===== src/rtl/mapper_pkg.sv =====
package mapper_pkg;

    localparam int NUM_BANK_REGS = 8;
    localparam int REG_W         = 8;
    localparam int IDX_W         = $clog2(NUM_BANK_REGS);

    typedef logic [REG_W-1:0] bank_reg_t;

    typedef struct packed {
        logic             chr_mode;
        logic             prg_mode;
        logic [IDX_W-1:0] target;
    } select_t;

    typedef enum logic [1:0] {
        WR_NONE   = 2'd0,
        WR_SELECT = 2'd1,
        WR_DATA   = 2'd2
    } wr_kind_e;

    function automatic wr_kind_e classify_write(input logic wr, input logic [15:0] addr);
        wr_kind_e kind;
        if (!wr || !addr[15] || (addr[14:13] != 2'b00))
            kind = WR_NONE;
        else if (addr[0])
            kind = WR_DATA;
        else
            kind = WR_SELECT;
        return kind;
    endfunction

endpackage


===== src/rtl/mapper_bank_regs.sv =====
module mapper_bank_regs
    import mapper_pkg::*;
(
    input  logic                           clk,
    input  logic                           rst,
    input  logic                           wr_en,
    input  logic [15:0]                    cpu_addr,
    input  logic [REG_W-1:0]               cpu_data,
    output select_t                        sel_q,
    output bank_reg_t [NUM_BANK_REGS-1:0]  bank_q
);

    wr_kind_e kind;
    assign kind = classify_write(wr_en, cpu_addr);

    always_ff @(posedge clk) begin
        if (rst) begin
            sel_q  <= '0;
            bank_q <= '0;
        end else begin
            case (kind)
                WR_SELECT: begin
                    sel_q.chr_mode <= cpu_data[7];
                    sel_q.prg_mode <= cpu_data[6];
                    sel_q.target   <= cpu_data[IDX_W-1:0];
                end
                WR_DATA:   bank_q[sel_q.target] <= cpu_data;
                default:   ;
            endcase
        end
    end

    // R2: data port loads the register named by the previous select
    a_r2_data_load: assert property (@(posedge clk) disable iff (rst)
        (kind == WR_DATA) |=> (bank_q[$past(sel_q.target)] == $past(cpu_data)));

    // R2: select byte fields land in the mode bits and index
    a_r2_select_load: assert property (@(posedge clk) disable iff (rst)
        (kind == WR_SELECT) |=> (sel_q.chr_mode == $past(cpu_data[7]))
                              && (sel_q.prg_mode == $past(cpu_data[6])));

    // R3: writes outside the register window leave all state alone
    a_r3_off_window_stable: assert property (@(posedge clk) disable iff (rst)
        (wr_en && (!cpu_addr[15] || (cpu_addr[14:13] != 2'b00)))
        |=> ($stable(bank_q) && $stable(sel_q)));

    // R4: mirroring-address writes leave all state alone
    a_r4_mirror_ignored: assert property (@(posedge clk) disable iff (rst)
        (wr_en && (cpu_addr[15:13] == 3'b101)) |=> ($stable(bank_q) && $stable(sel_q)));

endmodule


===== src/rtl/mapper_chr_xlate.sv =====
module mapper_chr_xlate
    import mapper_pkg::*;
#(
    parameter int CHR_BANK_W = 5,
    parameter int NT_BIT     = 5
) (
    input  logic                           clk,
    input  logic                           rst,
    input  logic                           chr_mode,
    input  bank_reg_t [NUM_BANK_REGS-1:0]  bank_q,
    input  logic [13:0]                    ppu_addr,
    output logic [CHR_BANK_W-1:0]          chr_bank,
    output logic                           ciram_a10
);

    localparam int NUM_QUAD = 4;

    logic      fine_half;
    bank_reg_t picked;
    bank_reg_t raw_bank;
    logic [NUM_QUAD-1:0] nt_page;

    // Upper PPU half (after the mode swap) holds the four 1 KiB windows
    assign fine_half = ppu_addr[12] ^ chr_mode;

    always_comb begin
        if (fine_half) begin
            picked   = bank_q[IDX_W'(2) + IDX_W'(ppu_addr[11:10])];
            raw_bank = picked;
        end else begin
            picked   = ppu_addr[11] ? bank_q[1] : bank_q[0];
            raw_bank = {picked[REG_W-1:1], ppu_addr[10]};
        end
    end

    assign chr_bank = raw_bank[CHR_BANK_W-1:0];

    // Per-quadrant nametable page source, picked by the CHR mode bit
    for (genvar q = 0; q < NUM_QUAD; q++) begin : g_quad
        assign nt_page[q] = chr_mode ? bank_q[2 + q][NT_BIT] : bank_q[q / 2][NT_BIT];
    end

    assign ciram_a10 = nt_page[ppu_addr[11:10]];

    // R5: in mode 0 the top and bottom pairs follow R0 and R1
    a_r5_pairs_mode0: assert property (@(posedge clk) disable iff (rst)
        (!chr_mode && ppu_addr[13] && !ppu_addr[11]) |-> (ciram_a10 == bank_q[0][NT_BIT]));

    // R6: in mode 1 the bottom-right quadrant follows R5
    a_r6_quad3_mode1: assert property (@(posedge clk) disable iff (rst)
        (chr_mode && ppu_addr[13] && (ppu_addr[11:10] == 2'b11)) |-> (ciram_a10 == bank_q[5][NT_BIT]));

    // R8: a 2 KiB window's low bank bit tracks PPU A10
    a_r8_low_bit_tracks_a10: assert property (@(posedge clk) disable iff (rst)
        (!ppu_addr[13] && !fine_half) |-> (chr_bank[0] == ppu_addr[10]));

endmodule


===== src/rtl/mapper_prg_xlate.sv =====
module mapper_prg_xlate
    import mapper_pkg::*;
#(
    parameter int PRG_BANK_W = 6
) (
    input  logic                  clk,
    input  logic                  rst,
    input  logic                  prg_mode,
    input  bank_reg_t             bank_r6,
    input  bank_reg_t             bank_r7,
    input  logic [15:0]           cpu_addr,
    output logic [PRG_BANK_W-1:0] prg_bank
);

    localparam logic [PRG_BANK_W-1:0] LAST_BANK   = '1;
    localparam logic [PRG_BANK_W-1:0] SECOND_LAST = LAST_BANK - PRG_BANK_W'(1);

    logic [PRG_BANK_W-1:0] r6_bank;
    logic [PRG_BANK_W-1:0] r7_bank;

    assign r6_bank = bank_r6[PRG_BANK_W-1:0];
    assign r7_bank = bank_r7[PRG_BANK_W-1:0];

    always_comb begin
        case (cpu_addr[14:13])
            2'b00:   prg_bank = prg_mode ? SECOND_LAST : r6_bank;
            2'b01:   prg_bank = r7_bank;
            2'b10:   prg_bank = prg_mode ? r6_bank : SECOND_LAST;
            default: prg_bank = LAST_BANK;
        endcase
    end

    // R11: the top window is always the last bank
    a_r11_last_fixed: assert property (@(posedge clk) disable iff (rst)
        (cpu_addr[15:13] == 3'b111) |-> (prg_bank == LAST_BANK));

    // R12: the fixed second-to-last bank never appears at $A000
    a_r12_a000_is_r7: assert property (@(posedge clk) disable iff (rst)
        (cpu_addr[15:13] == 3'b101) |-> (prg_bank == bank_r7[PRG_BANK_W-1:0]));

endmodule


===== src/rtl/nt_bank_mapper.sv =====
module nt_bank_mapper
    import mapper_pkg::*;
#(
    parameter int CHR_BANK_W = 5,
    parameter int PRG_BANK_W = 6,
    parameter int NT_BIT     = 5
) (
    input  logic                  clk,
    input  logic                  rst,
    input  logic [15:0]           cpu_addr,
    input  logic [7:0]            cpu_data,
    input  logic                  cpu_wr,
    input  logic [13:0]           ppu_addr,
    output logic [CHR_BANK_W-1:0] chr_bank,
    output logic [PRG_BANK_W-1:0] prg_bank,
    output logic                  ciram_a10
);

    select_t                       sel_q;
    bank_reg_t [NUM_BANK_REGS-1:0] bank_q;

    mapper_bank_regs u_regs (
        .clk      (clk),
        .rst      (rst),
        .wr_en    (cpu_wr),
        .cpu_addr (cpu_addr),
        .cpu_data (cpu_data),
        .sel_q    (sel_q),
        .bank_q   (bank_q)
    );

    mapper_chr_xlate #(
        .CHR_BANK_W (CHR_BANK_W),
        .NT_BIT     (NT_BIT)
    ) u_chr (
        .clk       (clk),
        .rst       (rst),
        .chr_mode  (sel_q.chr_mode),
        .bank_q    (bank_q),
        .ppu_addr  (ppu_addr),
        .chr_bank  (chr_bank),
        .ciram_a10 (ciram_a10)
    );

    mapper_prg_xlate #(
        .PRG_BANK_W (PRG_BANK_W)
    ) u_prg (
        .clk      (clk),
        .rst      (rst),
        .prg_mode (sel_q.prg_mode),
        .bank_r6  (bank_q[6]),
        .bank_r7  (bank_q[7]),
        .cpu_addr (cpu_addr),
        .prg_bank (prg_bank)
    );

endmodule


===== config.mk =====
export PLATFORM = sky130hd
export DESIGN_NAME = nt_bank_mapper
export DESIGN_NICKNAME = d
export VERILOG_FILES = /design/src/rtl/mapper_pkg.sv /design/src/rtl/mapper_bank_regs.sv /design/src/rtl/mapper_chr_xlate.sv /design/src/rtl/mapper_prg_xlate.sv /design/src/rtl/nt_bank_mapper.sv
export SDC_FILE = /design/constraint.sdc
export NUM_CORES = 1
export LEC_CHECK = 0
export BUFFER_PORTS_ARGS = -buffer_cell sky130_fd_sc_hd__buf_2
export CORE_MARGIN = 5
export CORE_UTILIZATION = 50
export CTS_CLUSTER_SIZE = 10
export DETAILED_ROUTE_END_ITERATION = 16
export HOLD_SLACK_MARGIN = 0.12
export PLACE_DENSITY = 0.78
export SYNTH_ARGS = -nofsm -noshare
export SYNTH_HDL_FRONTEND = slang
export SYNTH_SLANG_ARGS = --single-unit

===== constraint.sdc =====
create_clock -name clk -period 2.8 [get_ports clk]
set_input_delay 0.14 -clock clk [delete_from_list [all_inputs] [get_ports clk]]
set_output_delay 0.14 -clock clk [all_outputs]
set_load 0.005 [all_outputs]

==> After elaboration in Yosys (flattened, before gate mapping) <==
Index checks and enable logic that the tools add are counted.
{ "classes": {"order_cmp": 4, "reduce_logical": 7, "n_addsub": 1, "eq_ne": 4, "n_bitwise": 1, "muxes": 18} }
{ "op_table": {"columns": ["cell", "count"], "rows": [
  ["bitwise mux 64 bit", 1],
  ["binary-select mux 8 bit (select 3 bit)", 1],
  ["demux 8 bit (select 3 bit)", 1],
  ["case mux 6 bit (3 select lines)", 1],
  ["2-to-1 mux 5 bit", 3],
  ["2-to-1 mux 6 bit", 2],
  ["< comparator 3 x 4 -> 1 bit, second input constant", 2],
  ["2-to-1 mux 8 bit", 1],
  ["2-to-1 mux 1 bit", 5],
  ["== test 2 x 1 -> 1 bit, second input constant", 2],
  ["== test 2 bit, second input constant", 2],
  ["2-to-1 mux 2 bit", 2],
  ["adder 2 x 2 -> 3 bit, first input constant", 1],
  ["greater-or-equal comparator 3 x 1 -> 1 bit, second input constant", 1],
  ["< comparator 2 x 3 -> 1 bit, second input constant", 1],
  ["binary-select mux 1 bit (select 2 bit)", 1],
  ["zero test 1 bit", 2],
  ["zero test 2 bit", 1],
  ["logical OR 1 bit", 2],
  ["nonzero test 2 bit", 1],
  ["logical AND 1 bit", 1],
  ["bitwise XOR 1 bit", 1]
]} }
{ "word_totals": {"out_inout_bits": 12, "regBits": 69, "word_cells": 46, "input_bits": 41} }

==> Depth between registers and ports, before layout <==
{ "depth": {"depth_word": 5, "depth_mapped": 5, "ltp_nobuf": 3} }

==> Cells and area by module <==
A second synthesis with hierarchy kept.
{ "hier_totals": {"hier_cells": 309, "area_unflattened_um2": 3368.2} }
{ "by_module_without_submodules": {"columns": ["mod", "cells_each", "area_per_inst_um2", "instances", "seq_area_each_um2"], "rows": [
  ["mapper_bank_regs", 256, 2876.5, 1, 1381.3],
  ["mapper_chr_xlate", 27, 274.0, 1, 0.0],
  ["mapper_prg_xlate", 26, 217.7, 1, 0.0]
]} }

==> Least setup slack after synthesis <==
Ideal clock, no wire load.
{ "synth_path": {"kind": "reg2reg", "startpoint": "reg u_regs.sel_q[1] (netlist name)", "endpoint": "reg u_regs.bank_q[49] (netlist bit)", "path_buffers": 1, "setup_time_ps": 72, "arrival_time_ps": 1131, "synth_period_minus_slack_ps": 1203, "path_stages_with_launch": 5, "t_required_ps": 2728, "setup_slack_ps": 1597, "path_cell_list": "dfxtp_1 -> nor2b_1 -> and4b_1 -> buf_6 -> mux2i_1"} }
{ "synth_via": {"elab_chain_len": 5, "word_cells_on_any_way": 6, "cone_classes": "order compare (2); mux (3); reduce/logical (1)"} }
{ "synth_rtl": {"columns": ["item", "line", "source"], "rows": [
  ["< comparator 3 x 4 -> 1 bit (not written as such) / greater-or-equal comparator 3 x 1 -> 1 bit (equally long branches)", "mapper_bank_regs.sv:27", "WR_DATA: bank_q[sel_q.target] <= cpu_data;"],
  ["logical AND 1 bit (not written as such)", "mapper_bank_regs.sv:27", null],
  ["2-to-1 mux 8 bit (not written as such)", "mapper_bank_regs.sv:27", null],
  ["demux 8 bit (select 3 bit) *", null, null],
  ["bitwise mux 64 bit *", "mapper_bank_regs.sv:27", null],
  ["end signal: indexed assignment", "mapper_bank_regs.sv:27", null],
  ["end: declaration", "mapper_bank_regs.sv:10", "output bank_reg_t [NUM_BANK_REGS-1:0] bank_q"]
]} }
Mark *: on every way between the ends. The rest lies on a longest branch, timed or not.
A chain may end at the register's enable or synchronous reset.

==> Worst setup path after layout <==
{ "layout_path": {"startpoint": "reg u_regs.sel_q[4] (netlist name)", "endpoint": "out chr_bank[0]"} }
{ "layout_via": {"elab_chain_len": 2} }
{ "layout_rtl": {"columns": ["item", "line", "source"], "rows": [
  ["bitwise XOR 1 bit", "mapper_chr_xlate.sv:24", "assign fine_half = ppu_addr[12] ^ chr_mode;"],
  ["2-to-1 mux 5 bit", "mapper_chr_xlate.sv:27", "if (fine_half) begin"],
  ["end: declaration", "nt_bank_mapper.sv:14", "output logic [CHR_BANK_W-1:0] chr_bank,"]
]} }
No other way between the ends.

==> metrics.cfg <==
[die]
dieWidth_um=79.9
pin_count=53
row_count=25
dieArea_sq_mm=0.00639
initial_utilization_pct=51.7
coreArea_sq_mm=0.00472
die_h_um=79.9

[sta]
fin_crit_ps=1900
rsz0062_at_grt=no
whs_ps=201
final-hold-violation-count=0
fmax_mhz=527
relSlewSlack_pct=49.7
finalClockSkew_ps=8.23
slew_viol_final=0
setup-violations-final=0
tightest_slew_ps=755
fin_crit_sh_pct=67.7
fin_setup_tns_ps=0

[grt]
grt_first_pass_wirelength_um=8220
antenna_found_initial=0
grt_pass1_vias=1719
grt_max_degree=58
track_usage_pct=16.7
overflow=0

[power]
p_leak_nw=1.28
ir_drop_mv=0.237
powerDensity_mw_per_mm2=480

[flow_run]
timing.max_cap.violations=0

[setup_path]
cp.required_ps=2660
r2r-end=u_regs.bank_q[53]$_SDFFE_PP0P_
startpoint_type=flop
arrival_ps=1760
worstSetupPathType=reg -> out
reg2reg_from=u_regs.sel_q[1]$_SDFFE_PP0N_
r2r_slack_ps=1290
reg2regPathDepth=3
path_max_fanout=10
endpoint_kind=output pin

[detailed_routing]
vias=1776
ant_nets=0
routed_wl_um=5020
wl_met1_um=2230
drc_errors=0
avgRoutedWirePerCell_um=15.4
highest_layer=met4
wl_met2_um=2490
dr_wl_met3_um=196
drtPass1Iterations=4
vias_per_cell=5.43
drtIter0Drc=153

[clock_tree]
clock-root-buffer=clkbuf_8
cts_buffers=5
htree_levels=2
cts_tree=built
cts_setup_buffers=0
clock_latency_ps=300
clockBufferDepth=2
cts.sinks=51
path_clk_slew_ps=80
cts_resized=0

[worst_hold_path]
hold_class=in -> reg
min_to=u_regs.sel_q[2]$_SDFFE_PP0N_
hold_depth=4
min_from=cpu_addr[0]

[logic_synthesis]
ys_ff_latch=51
syn_area_sq_mm=0.00244
synth_top_area_share_pct=41.8
ys_warn_count=0
synth_top_flop_cell=dfxtp_1
synthArstFlopShare_pct=0
syn_inst=236
synth_cell_types=28
synth_edf_count=0
avgSynthCellArea_sq_um=10.4
syn_nets=277
synth_area_leader_cell=dfxtp_1
synth_seq_area_share_pct=41.8
synth_area_leaders=dfxtp_1 (42%), mux2i_1 (21%), nand2b_1 (14%)

[final_layout]
num-nets-final=301
antenna_cells=0
n_fill_cell=412
area_growth_pct=12.3
drive_gt1_share_pct=18.8

[status]
outcome=finished, final reports clean

[placement]
place.gp.congestion=0.746
dp_hpwl_um=3370
placement.io_buffers=29

-- report_power, final --
group	internal, W	leakage (nW)	total (W)	switching [W]
combinational	0.0000465	0.822	0.000103	0.0000562
sequential	0.000726	0.411	0.000728	0.00000178
clock	0.000262	0.0513	0.000486	0.000224
total	0.00103	1.28	0.00132	0.000282
-- worst max-delay path by stage --
| stage | startpoint | to | slack, ps | depth (start not counted) |
|---|---|---|---|---|
| after global routing | u_regs.sel_q[4]$_SDFFE_PP0N_ | chr_bank[0] | 690 | 4 |
| after CTS | u_regs.sel_q[4]$_SDFFE_PP0N_ | chr_bank[0] | 890 | 4 |
| final | u_regs.sel_q[4]$_SDFFE_PP0N_ | chr_bank[0] | 900 | 4 |
| after floorplan | u_regs.sel_q[1]$_SDFFE_PP0N_ | u_regs.bank_q[49]$_SDFFE_PP0P_ | 1600 | 4 |
| after global placement | u_regs.sel_q[4]$_SDFFE_PP0N_ | chr_bank[0] | 1210 | 4 |
| after detailed placement | u_regs.sel_q[4]$_SDFFE_PP0N_ | chr_bank[0] | 1210 | 4 |
-- through the flow --
step	worst slack (ps)	total power [W]	util (%)	instances	area (sq um)
2_1_floorplan	1600	0.000808	-	236	2440
3_3_place_gp	1210	0.000842	54.9	315	2590
3_5_place_dp	1210	0.000842	54.9	315	2590
4_1_cts	892	0.00133	57.9	326	2730
5_1_grt	687	0.00137	58.1	327	2740
6_report	904	0.00132	58.1	327	2740
-- sequential cells by signal, summed over array words and instances, names as in the netlist --
signal,cells
u_regs.bank_q,46
u_regs.sel_q,5
-- layer usage --
metal	vias to the layer above	global-route usage [%]
li1	866	-
met1	866	20.8
met2	35	28.0
met3	9	3.27
met4	0	7.26
met5	-	0
-- cell type report --
| cell class | instances | area, sq um | area share [%] |
|---|---|---|---|
| Multi-Input combinational cell | 168 | 1340 | 48.9 |
| Clock inverter | 1 | 30.0 | 1.09 |
| Clock buffer | 6 | 72.6 | 2.64 |
| Sequential cell | 51 | 1020 | 37.2 |
| Timing Repair Buffer | 34 | 195 | 7.11 |
| Tap cell | 67 | 83.8 | 3.06 |
-- critical path, stage by stage, from the launching register on --
cell     delay [ps]
dfxtp_1         390
xor2_1          600
a21oi_1         140
a31oi_1         190
buf_2           140
-- cell usage in the layout (no fill, tap or decap), drive strengths merged --
cell	Yosys	layout
nand2b	53	53
mux2i	52	52
dfxtp	51	51
buf	10	29
o21ai	12	12
nand3	9	9
nand2	6	6
a21oi	6	6
clkbuf	7	6
o22a	5	5
mux4	5	5
dlygate4sd3	0	5
nor2	4	4
and4b	2	2
nor2b	2	2
nand4	2	2
and2	1	1
o21bai	1	1
xor2	1	1
mux2	1	1
a31oi	1	1
nor3	1	1
and3b	1	1
nand3b	1	1
or2	1	1
nand4b	1	1
bufinv	0	1
-- synth_stat cells (2+ instances only) --
library cell	n
nand2b_1	53
mux2i_1	52
dfxtp_1	51
o21ai_0	12
clkbuf_1	7
a21oi_1	6
buf_1	6
nand2_1	6
mux4_2	5
nand3_1	5
o22a_1	5
nand3_2	4
nor2_1	4
and4b_1	2
buf_2	2
buf_6	2
nand4_2	2
nor2b_1	2
-- kinds of logic (layout without fill, tap and decap cells) --
group,count (synthesis),after routing,share of synthesized area (%)
flops,51,51,41.8
xor+xnor,1,1,0.358
buf+inv,17,41,3.33
mux,58,58,26.4
simple gates,84,84,22.1
compound gates,25,25,6.04
-- timing repair --
action	in CTS	in global routing
hold buffers	4	1
setup endpoints to repair	0	0
hold endpoints to repair	4	1
Power figures use the tool's default switching activity.
